<file path="config.mk">
export PLATFORM = sky130hd
export DESIGN_NAME = brk_unit
export DESIGN_NICKNAME = d
export VERILOG_FILES = /design/src/rtl/brk_pkg.sv /design/src/rtl/brk_regs.sv /design/src/rtl/brk_chan.sv /design/src/rtl/brk_seq.sv /design/src/rtl/brk_unit.sv
export SDC_FILE = /design/constraint.sdc
export NUM_CORES = 1
export LEC_CHECK = 0
export BUFFER_PORTS_ARGS = -buffer_cell sky130_fd_sc_hd__buf_2
export CAP_MARGIN = 20
export CORE_MARGIN = 4
export CORE_UTILIZATION = 60
export CTS_BUF_LIST = sky130_fd_sc_hd__clkbuf_4
export CTS_CLUSTER_SIZE = 40
export DETAILED_ROUTE_END_ITERATION = 10
export PLACE_DENSITY = 0.83
export SKIP_CTS_REPAIR_TIMING = 1
export SLEW_MARGIN = 20
export SYNTH_ARGS = -nofsm -noshare
export SYNTH_HDL_FRONTEND = slang
export SYNTH_HIERARCHICAL = 1
export SYNTH_SLANG_ARGS = --single-unit
</file>
<file path="constraint.sdc">
create_clock -name clk -period 2.3 [get_ports clk]
set_clock_uncertainty 0.2 [all_clocks]
set_input_delay 0.23 -clock clk [delete_from_list [all_inputs] [get_ports clk]]
set_output_delay 0.23 -clock clk [all_outputs]
set_load 0.05 [all_outputs]
</file>
<file path="src/rtl/brk_pkg.sv">
package brk_pkg;

    localparam int NCH  = 2;
    localparam int RA_W = 4;

    // per-channel register offsets; channel c lives at c*CH_STRIDE
    localparam logic [RA_W-1:0] OFF_ADDR  = 4'd0;
    localparam logic [RA_W-1:0] OFF_AMSK  = 4'd1;
    localparam logic [RA_W-1:0] OFF_ID    = 4'd2;
    localparam logic [RA_W-1:0] OFF_CFG   = 4'd3;
    localparam int              CH_STRIDE = 4;

    localparam logic [RA_W-1:0] RA_BDATA = 4'd8;
    localparam logic [RA_W-1:0] RA_BDMSK = 4'd9;
    localparam logic [RA_W-1:0] RA_CTRL  = 4'd10;
    localparam logic [RA_W-1:0] RA_FLAGS = 4'd11;

    typedef enum logic {CH_A = 1'b0, CH_B = 1'b1} chan_e;

    typedef struct packed {
        logic       id_ign;
        logic [1:0] dir;   // 01 read, 10 write, 11 either
        logic [1:0] cyc;   // 01 fetch, 10 data, 11 either
    } chan_cfg_t;

    typedef struct packed {
        logic seq;
        logic data_en;
        logic post_b;
        logic post_a;
    } ctrl_t;

    typedef struct packed {
        logic  req;
        chan_e chan;
        logic  post;
    } brk_tag_t;

    localparam int CFG_W  = $bits(chan_cfg_t);
    localparam int CTRL_W = $bits(ctrl_t);

    function automatic logic [RA_W-1:0] reg_of(input int c, input logic [RA_W-1:0] off);
        return RA_W'(c * CH_STRIDE) + off;
    endfunction

    function automatic logic kind_ok(input chan_cfg_t c, input logic fetch, input logic write);
        logic cyc_hit, dir_hit;
        cyc_hit = fetch ? c.cyc[0] : c.cyc[1];
        dir_hit = write ? c.dir[1] : c.dir[0];
        return cyc_hit & dir_hit;
    endfunction

endpackage

</file>
<file path="src/rtl/brk_regs.sv">
module brk_regs
    import brk_pkg::*;
#(
    parameter int RW = 32,
    parameter int AW = 32,
    parameter int IW = 8,
    parameter int DW = 32
) (
    input  logic                     clk,
    input  logic                     rst,
    input  logic                     wr,
    input  logic [RA_W-1:0]          addr,
    input  logic [RW-1:0]            wdata,
    output logic [RW-1:0]            rdata,
    output logic [NCH-1:0][AW-1:0]   ch_addr,
    output logic [NCH-1:0][AW-1:0]   ch_amsk,
    output logic [NCH-1:0][IW-1:0]   ch_id,
    output chan_cfg_t [NCH-1:0]      ch_cfg,
    output logic [DW-1:0]            b_data,
    output logic [DW-1:0]            b_dmsk,
    output ctrl_t                    ctrl,
    input  logic [NCH-1:0]           flags,
    output logic [NCH-1:0]           flag_clr
);

    for (genvar c = 0; c < NCH; c++) begin : g_ch
        always_ff @(posedge clk) begin
            if (rst) begin
                ch_addr[c] <= '0;
                ch_amsk[c] <= '0;
                ch_id[c]   <= '0;
                ch_cfg[c]  <= '0;
            end else if (wr) begin
                if (addr == reg_of(c, OFF_ADDR)) ch_addr[c] <= wdata[AW-1:0];
                if (addr == reg_of(c, OFF_AMSK)) ch_amsk[c] <= wdata[AW-1:0];
                if (addr == reg_of(c, OFF_ID))   ch_id[c]   <= wdata[IW-1:0];
                if (addr == reg_of(c, OFF_CFG))  ch_cfg[c]  <= chan_cfg_t'(wdata[CFG_W-1:0]);
            end
        end
        assign flag_clr[c] = wr && (addr == RA_FLAGS) && !wdata[c];
    end

    always_ff @(posedge clk) begin
        if (rst) begin
            b_data <= '0;
            b_dmsk <= '0;
            ctrl   <= '0;
        end else if (wr) begin
            if (addr == RA_BDATA) b_data <= wdata[DW-1:0];
            if (addr == RA_BDMSK) b_dmsk <= wdata[DW-1:0];
            if (addr == RA_CTRL)  ctrl   <= ctrl_t'(wdata[CTRL_W-1:0]);
        end
    end

    always_comb begin
        rdata = '0;
        for (int c = 0; c < NCH; c++) begin
            if (addr == reg_of(c, OFF_ADDR)) rdata = RW'(ch_addr[c]);
            if (addr == reg_of(c, OFF_AMSK)) rdata = RW'(ch_amsk[c]);
            if (addr == reg_of(c, OFF_ID))   rdata = RW'(ch_id[c]);
            if (addr == reg_of(c, OFF_CFG))  rdata = RW'(ch_cfg[c]);
        end
        if (addr == RA_BDATA) rdata = RW'(b_data);
        if (addr == RA_BDMSK) rdata = RW'(b_dmsk);
        if (addr == RA_CTRL)  rdata = RW'(ctrl);
        if (addr == RA_FLAGS) rdata = RW'(flags);
    end

endmodule

</file>
<file path="src/rtl/brk_chan.sv">
module brk_chan
    import brk_pkg::*;
#(
    parameter int AW       = 32,
    parameter int IW       = 8,
    parameter int DW       = 32,
    parameter bit HAS_DATA = 1'b0
) (
    input  logic          bus_valid,
    input  logic          bus_fetch,
    input  logic          bus_write,
    input  logic [AW-1:0] bus_addr,
    input  logic [IW-1:0] bus_id,
    input  logic [DW-1:0] bus_data,
    input  logic [AW-1:0] cmp_addr,
    input  logic [AW-1:0] cmp_amsk,
    input  logic [IW-1:0] cmp_id,
    input  chan_cfg_t     cfg,
    input  logic [DW-1:0] cmp_data,
    input  logic [DW-1:0] cmp_dmsk,
    input  logic          data_en,
    output logic          hit
);

    logic addr_ok, id_ok, data_ok;

    assign addr_ok = (((bus_addr ^ cmp_addr) & ~cmp_amsk) == '0);
    assign id_ok   = cfg.id_ign || (bus_id == cmp_id);

    if (HAS_DATA) begin : g_data
        logic use_data;
        assign use_data = data_en && !bus_fetch;
        assign data_ok  = !use_data || (((bus_data ^ cmp_data) & ~cmp_dmsk) == '0);
    end else begin : g_nodata
        logic unused_data;
        assign unused_data = ^{bus_data, cmp_data, cmp_dmsk, data_en};
        assign data_ok     = 1'b1;
    end

    assign hit = bus_valid && kind_ok(cfg, bus_fetch, bus_write) && addr_ok && id_ok && data_ok;

endmodule

</file>
<file path="src/rtl/brk_seq.sv">
module brk_seq
    import brk_pkg::*;
(
    input  logic           clk,
    input  logic           rst,
    input  logic           hit_a,
    input  logic           hit_b,
    input  logic           bus_fetch,
    input  ctrl_t          ctrl,
    input  logic [NCH-1:0] flag_clr,
    output brk_tag_t       tag,
    output logic [NCH-1:0] flags,
    output logic           seen_a
);

    logic fire_a, fire_b_ind, fire_b_seq, fire_b, post_n;
    logic [NCH-1:0] flag_set;

    assign fire_a     = hit_a && !ctrl.seq;
    assign fire_b_ind = hit_b && !ctrl.seq;
    assign fire_b_seq = hit_b && ctrl.seq && seen_a;
    assign fire_b     = fire_b_ind || fire_b_seq;
    assign flag_set   = {fire_b, fire_a};

    always_comb begin
        if (!bus_fetch)  post_n = 1'b1;
        else if (fire_a) post_n = ctrl.post_a;
        else             post_n = ctrl.post_b;
    end

    always_ff @(posedge clk) begin
        if (rst) begin
            tag    <= '0;
            flags  <= '0;
            seen_a <= 1'b0;
        end else begin
            tag.req  <= fire_a || fire_b;
            tag.chan <= fire_a ? CH_A : CH_B;
            tag.post <= post_n;
            flags    <= flag_set | (flags & ~flag_clr);
            if (!ctrl.seq || fire_b_seq) seen_a <= 1'b0;
            else if (hit_a)              seen_a <= 1'b1;
        end
    end

endmodule

</file>
<file path="src/rtl/brk_unit.sv">
module brk_unit
    import brk_pkg::*;
#(
    parameter int RW = 32,
    parameter int AW = 32,
    parameter int IW = 8,
    parameter int DW = 32
) (
    input  logic            clk,
    input  logic            rst,
    input  logic            reg_wr,
    input  logic [3:0]      reg_addr,
    input  logic [RW-1:0]   reg_wdata,
    output logic [RW-1:0]   reg_rdata,
    input  logic            bus_valid,
    input  logic            bus_fetch,
    input  logic            bus_write,
    input  logic [AW-1:0]   bus_addr,
    input  logic [IW-1:0]   bus_id,
    input  logic [DW-1:0]   bus_data,
    output logic            brk_req,
    output logic            brk_chan,
    output logic            brk_post,
    output logic            flag_a,
    output logic            flag_b
);

    logic [NCH-1:0][AW-1:0] ch_addr, ch_amsk;
    logic [NCH-1:0][IW-1:0] ch_id;
    chan_cfg_t [NCH-1:0]    ch_cfg;
    logic [DW-1:0]          b_data, b_dmsk;
    ctrl_t                  ctrl;
    logic [NCH-1:0]         flags, flag_clr, hit;
    brk_tag_t               tag;
    logic                   seen_a;

    brk_regs #(.RW(RW), .AW(AW), .IW(IW), .DW(DW)) u_regs (
        .clk(clk), .rst(rst), .wr(reg_wr), .addr(reg_addr), .wdata(reg_wdata),
        .rdata(reg_rdata), .ch_addr(ch_addr), .ch_amsk(ch_amsk), .ch_id(ch_id),
        .ch_cfg(ch_cfg), .b_data(b_data), .b_dmsk(b_dmsk), .ctrl(ctrl),
        .flags(flags), .flag_clr(flag_clr)
    );

    for (genvar c = 0; c < NCH; c++) begin : g_chan
        brk_chan #(.AW(AW), .IW(IW), .DW(DW), .HAS_DATA(c == 1)) u_chan (
            .bus_valid(bus_valid), .bus_fetch(bus_fetch), .bus_write(bus_write),
            .bus_addr(bus_addr), .bus_id(bus_id), .bus_data(bus_data),
            .cmp_addr(ch_addr[c]), .cmp_amsk(ch_amsk[c]), .cmp_id(ch_id[c]),
            .cfg(ch_cfg[c]), .cmp_data(b_data), .cmp_dmsk(b_dmsk),
            .data_en(ctrl.data_en), .hit(hit[c])
        );
    end

    brk_seq u_seq (
        .clk(clk), .rst(rst), .hit_a(hit[0]), .hit_b(hit[1]), .bus_fetch(bus_fetch),
        .ctrl(ctrl), .flag_clr(flag_clr), .tag(tag), .flags(flags), .seen_a(seen_a)
    );

    assign brk_req  = tag.req;
    assign brk_chan = tag.chan;
    assign brk_post = tag.post;
    assign flag_a   = flags[0];
    assign flag_b   = flags[1];

endmodule

</file>
==> results of run 1 <==
==> worst max path at each step <==
stage / startpoint / endpoint / slack [ns] / cells after the start
floorplan: reg_addr[0] / reg_rdata[2] / -0.003 / 7
global placement: bus_id[0] / u_seq/tag[2] / -0.04 / 10
detailed placement: bus_id[0] / u_seq/tag[2] / -0.05 / 10
CTS: u_regs/ch_cfg[3] / reg_rdata[3] / -0.43 / 5
global route: u_regs/ch_cfg[3] / reg_rdata[3] / -0.37 / 5
finish: u_regs/ch_cfg[3] / reg_rdata[3] / -0.34 / 5
==> layout make-up <==
type,count,area [µm²]
timing repair buffer,287,2220
tap,234,293
inverter,2,7.51
multi-input combinational,1126,6390
fill,1364,4430
clock inverter,7,52.6
antenna,1,2.50
clock buffer,87,653
sequential,228,4590
==> per-layer routing <==
metal / routed length, µm / vias to the layer above / global-route usage, %
li1: - / 5523 / -
met1: 16000 / 5739 / 51.6
met2: 19000 / 1085 / 58.4
met3: 6230 / 197 / 8.35
met4: 2290 / 0 / 17.7
met5: 0 / - / 0
==> kinds of logic (layout without fill, tap and decap cells) <==
| logic type | after synthesis | count (layout) |
|---|---|---|
| other | 0 | 1 |
| multiplexers | 67 | 67 |
| flip-flops | 228 | 228 |
| AND/OR/NAND/NOR | 570 | 570 |
| XOR/XNOR | 112 | 112 |
| buffers and inverters | 114 | 383 |
| AO/OA/AOI/OAI | 377 | 377 |
==> power breakdown <==
group	total, mW	switching [mW]	leakage [nW]	internal (mW)
clock	3.47	1.67	0.429	1.81
sequential	4.05	0.0537	1.85	4.00
combinational	1.07	0.644	3.09	0.425
==> sequential cells by signal, indices dropped and copies added (netlist names) <==
register,cells
u_regs/ch_amsk,64
u_regs/b_dmsk,32
u_seq/flags,2
u_seq/seen_a,1
u_regs/b_data,32
u_seq/tag,3
u_regs/ctrl,4
u_regs/ch_id,16
u_regs/ch_addr,64
u_regs/ch_cfg,10
==> cells in the final DEF, fill, tap and decap left out, drive strengths merged, types with 5 or more instances in the layout <==
cell type / n
a222oi: 24
nor2b: 9
nand3: 7
a221oi: 6
o22ai: 48
nand2b: 9
dlygate4sd3: 36
o21ai: 22
a21oi: 243
xor2: 16
buf: 239
dfxtp: 228
clkbuf: 99
nor4: 12
nor2: 82
mux2i: 64
xnor2: 96
nand4: 5
nand2: 429
==> worst min-delay path, cell delays in order <==
cell and delay (ns):
buf_2 0.20, nand4_2 0.27, mux2i_1 0.11, nor2_1 0.08
==> impl_metrics.env, run 1 <==
export IMPL_reg2regPathDepth=9
export IMPL_synth_ff_type="dfxtp_1"
export IMPL_cts_tree="yes"
export IMPL_cts_htree_levels=2
export IMPL_r2r_end="u_seq/tag[2]"
export IMPL_dr_pass1_iters=6
export IMPL_start_kind="flop"
export IMPL_io_pins=151
export IMPL_mappedNetlistNets=1582
export IMPL_place_hpwl_mm=29.4
export IMPL_area_delta_synth_final_pct=25.2
export IMPL_worstMarginPinSlew_ns=0.561
export IMPL_pre_cts_ws_ns=-0.0530
export IMPL_cts_root_buf="clkbuf_4"
export IMPL_hold_viol=0
export IMPL_clk_latency_ns=0.71
export IMPL_placed_area_um2=12800
export IMPL_ys_seq_elements=228
export IMPL_numClockSinks=228
export IMPL_yosysWarnings=6
export IMPL_die_area_um2=21200
export IMPL_drc_errors=0
export IMPL_fin_ws_ns=-0.336
export IMPL_synthesis_area_um2=11400
export IMPL_p_per_area_nw_per_um2=605
export IMPL_cap_viol_max_count=0
export IMPL_r2r_start="u_regs/ch_id[8]"
export IMPL_r2r_slack_ns=-0.09
export IMPL_syn_inst=1468
export IMPL_crit_chain="mux4_2 > nor2_1 > a211oi_1 > or3_1 > buf_6"
export IMPL_hold_start="reg_addr[1]"
export IMPL_crit_family="multiplexers"
export IMPL_critPathMaxStageDelay_ns=0.46
export IMPL_nets=1817
export IMPL_first_global_vias=11500
export IMPL_endpoint_kind="output port"
export IMPL_syn_area_per_cell_um2=7.74
export IMPL_grt_ovfl_total=0
export IMPL_async_reset_ff_share_pct=0
export IMPL_start_util_pct=60.9
export IMPL_crit_buf_inv=1
export IMPL_required_ns=1.87
export IMPL_finalWirelength_mm=43.5
export IMPL_slowest_stage="mux4_2"
export IMPL_synth_compound_area_share_pct=19.5
export IMPL_clockBufferDepth=3
export IMPL_synth_top_area_share_pct=40.2
export IMPL_slew_violations=0
export IMPL_cts_made_buffers=58
export IMPL_die_w_um=146
export IMPL_hold_ws_ns=0.0210
export IMPL_post_drt_wl_per_cell_um=22.1
export IMPL_fin_cells=1972
export IMPL_p_total_mw=8.59
export IMPL_yosysMostFrequentCell="nand2_1"
export IMPL_synth_mux_area_share_pct=6.04
export IMPL_rows=50
export IMPL_violations="setup timing"
export IMPL_cts_clk_slew_worst_paths_ns=0.07
export IMPL_synth_commonest_cells="427 x nand2_1, 243 x a21oi_1, 228 x dfxtp_1"
export IMPL_viasPerCell=6.36
export IMPL_synth_area_leaders="dfxtp_1 40%, nand2_1 14%, a21oi_1 11%"
export IMPL_via_count=12500
export IMPL_gp_congestion=1.00
export IMPL_synth_area_leader_cell="dfxtp_1"
export IMPL_synth_seq_area_share_pct=40.2
export IMPL_worstPathMaxFanout=3
export IMPL_place_inst=1834
export IMPL_synth_edf_count=0
export IMPL_synth_xor_area_share_pct=8.64
export IMPL_grt_max_degree=62
export IMPL_min_to="u_regs/ch_cfg[7]"
export IMPL_grt_pass1_wl_mm=64.2
export IMPL_postRouteAntennaNets=0
export IMPL_synthDistinctLibCells=58
export IMPL_portBuffers=150
export IMPL_leakage_nw=5.37
export IMPL_crit_type="flop to output port"
export IMPL_synth_top_family_by_area="simple AND/OR/NAND/NOR gates"
export IMPL_hold_depth=4
export IMPL_status="finished, violations left"
export IMPL_grt_total_usage_pct=38.1
export IMPL_hold_class="primary input to flop"
export IMPL_rsz0062_at_grt="true"
export IMPL_ir_worst_vdd_mv=0.519
export IMPL_clock_fmax_mhz=379
export IMPL_die_h_um=146
export IMPL_antenna_found_initial=1
export IMPL_setup_viol=13
export IMPL_fin_util_pct=76.2
export IMPL_core_area_um2=18600
export IMPL_synthAdderAreaFrac_pct=0
export IMPL_tns_ns=-1.37
export IMPL_final_area_um2=14200
export IMPL_drive_gt1_share_pct=23.4
export IMPL_crit_arrival_ns=2.21
export IMPL_relSlewSlack_pct=62.6
export IMPL_period_minus_slack_ns=2.64
export IMPL_finalCritPeriodShare_pct=115
export IMPL_synthSimpleGateAreaFrac_pct=20.7
export IMPL_drt_initial_drc_count=2230
No activity file was read; power rests on OpenSTA's default activity.
==> run 2, diff against run 1 <==
Settings changed: REMOVE_ABC_BUFFERS set to 1.
==> impl_metrics.env, run 2 (synthesized netlist as in run 1, its figures left out) <==
export IMPL_status="finished, violations left"
export IMPL_violations="setup timing"
export IMPL_first_global_vias=11500
export IMPL_r2r_start="u_regs/ch_id[13]"
export IMPL_numClockSinks=228
export IMPL_rsz0062_at_grt="true"
export IMPL_cts_tree="yes"
export IMPL_cts_htree_levels=2
export IMPL_cts_clk_slew_worst_paths_ns=0.06
export IMPL_postRouteAntennaNets=0
export IMPL_period_minus_slack_ns=2.63
export IMPL_seqCellArea_um2=4610
export IMPL_slew_violations=0
export IMPL_reg_top3="u_regs/ch_addr: 64 flops, u_regs/ch_amsk: 64 flops"
export IMPL_grt_pass1_wl_mm=61.5
export IMPL_grt_total_usage_pct=36.0
export IMPL_relSlewSlack_pct=56.5
export IMPL_crit_type="flop to output port"
export IMPL_start_kind="flop"
export IMPL_io_pins=151
export IMPL_grt_ovfl_total=0
export IMPL_p_per_area_nw_per_um2=612
export IMPL_final_cell_mix="426 x nand2_1, 237 x a21oi_1, 203 x dfxtp_1, 135 x buf_2, 93 x clkbuf_4"
export IMPL_placed_area_um2=12700
export IMPL_hold_start="reg_addr[0]"
export IMPL_setup_viol=11
export IMPL_clockBufferDepth=3
export IMPL_die_area_um2=21200
export IMPL_portBuffers=150
export IMPL_crit_arrival_ns=2.20
export IMPL_drc_errors=0
export IMPL_nets=1802
export IMPL_place_inst=1812
export IMPL_fin_util_pct=76.1
export IMPL_die_w_um=146
export IMPL_leakage_nw=5.34
export IMPL_critPathMaxStageDelay_ns=0.47
export IMPL_r2r_slack_ns=-0.30
export IMPL_viasPerCell=6.29
export IMPL_hold_class="primary input to flop"
export IMPL_area_delta_synth_final_pct=24.9
export IMPL_hold_viol=0
export IMPL_die_h_um=146
export IMPL_slowest_stage="mux4_2"
export IMPL_startpoint="u_regs/ch_id[3]"
export IMPL_fin_cells=1960
export IMPL_cts_made_buffers=59
export IMPL_clock_fmax_mhz=380
export IMPL_place_hpwl_mm=27.0
export IMPL_start_util_pct=60.9
export IMPL_dr_pass1_iters=9
export IMPL_finalCritPeriodShare_pct=114
export IMPL_endpoint_kind="output port"
export IMPL_drive_gt1_share_pct=23.8
export IMPL_clk_latency_ns=0.72
export IMPL_via_count=12300
export IMPL_worstMarginPinSlew_ns=0.652
export IMPL_diodes=0
export IMPL_worstPathMaxFanout=3
export IMPL_antenna_found_initial=0
export IMPL_rows=50
export IMPL_reg2regPathDepth=9
export IMPL_r2r_end="u_seq/seen_a"
export IMPL_multi_input_area_um2=6440
export IMPL_post_drt_wl_per_cell_um=21.3
export IMPL_final_area_um2=14200
export IMPL_crit_chain="mux4_2 > nor2_2 > a211oi_2 > or3_4 > buf_8"
export IMPL_gp_congestion=0.984
export IMPL_grt_max_degree=70
export IMPL_core_area_um2=18600
export IMPL_ir_worst_vdd_mv=0.406
export IMPL_p_total_mw=8.68
export IMPL_fin_ws_ns=-0.329
export IMPL_final_common_cell="nand2_1"
export IMPL_fillCellCount=1353
export IMPL_drt_initial_drc_count=1737
export IMPL_pre_cts_ws_ns=-0.0794
export IMPL_cts_root_buf="clkbuf_4"
export IMPL_required_ns=1.87
export IMPL_finalWirelength_mm=41.8
export IMPL_cap_viol_max_count=0
export IMPL_cp_endpoint="reg_rdata[3]"
## run 2: layer usage
layer  up-vias  track usage [%]  share of wire (%)
li1       5483                -                  -
met1      5628             45.9                 36
met2       998             56.6                 45
met3       218             8.19                 14
met4         0             19.8                5.8
met5         -                0                  0
## run 2: layout make-up
type,count,area share (%)
clock buffers,91,4.82
clock inverters,8,0.468
inverters,2,0.0529
multi-input cells,1126,45.4
flip-flops and latches,228,32.5
well taps,234,2.06
repair buffers,271,14.7
## run 2: critical path, delay by kind of cell (launching register included)
family	cells	cell delay (ns)
muxes	1	0.47
AOI/OAI and AO/OA	1	0.04
buffers and inverters	1	0.16
and+or+nand+nor	2	0.49
DFF	1	0.34
## run 2: worst min path at each step
stage                               endpoint  cells past startpoint  slack [ns]
after floorplan             u_regs/b_data[0]                      1         0.1
after global placement    u_regs/ch_amsk[15]                      2        0.26
after detailed placement  u_regs/ch_amsk[13]                      2        0.26
after CTS                  u_regs/b_dmsk[21]                      3       -0.43
after global routing          u_seq/flags[0]                      5        0.06
final                         u_seq/flags[0]                      5        0.03
## run 2: through the flow
stage | hold slack [ns] | setup TNS [ns]
final | 0.0298 | -1.94
after global routing | 0.0647 | -2.71
after CTS | -0.431 | -2.68
after detailed placement | 0.264 | -0.230
after global placement | 0.258 | -0.130
after floorplan | 0.0991 | -19.92
## run 2: report_power, final
group / total, mW / internal, mW / switching [mW] / leakage, nW
Sequential: 4.04 / 3.99 / 0.0499 / 1.86
Clock: 3.57 / 1.89 / 1.68 / 0.449
Combinational: 1.06 / 0.421 / 0.643 / 3.04
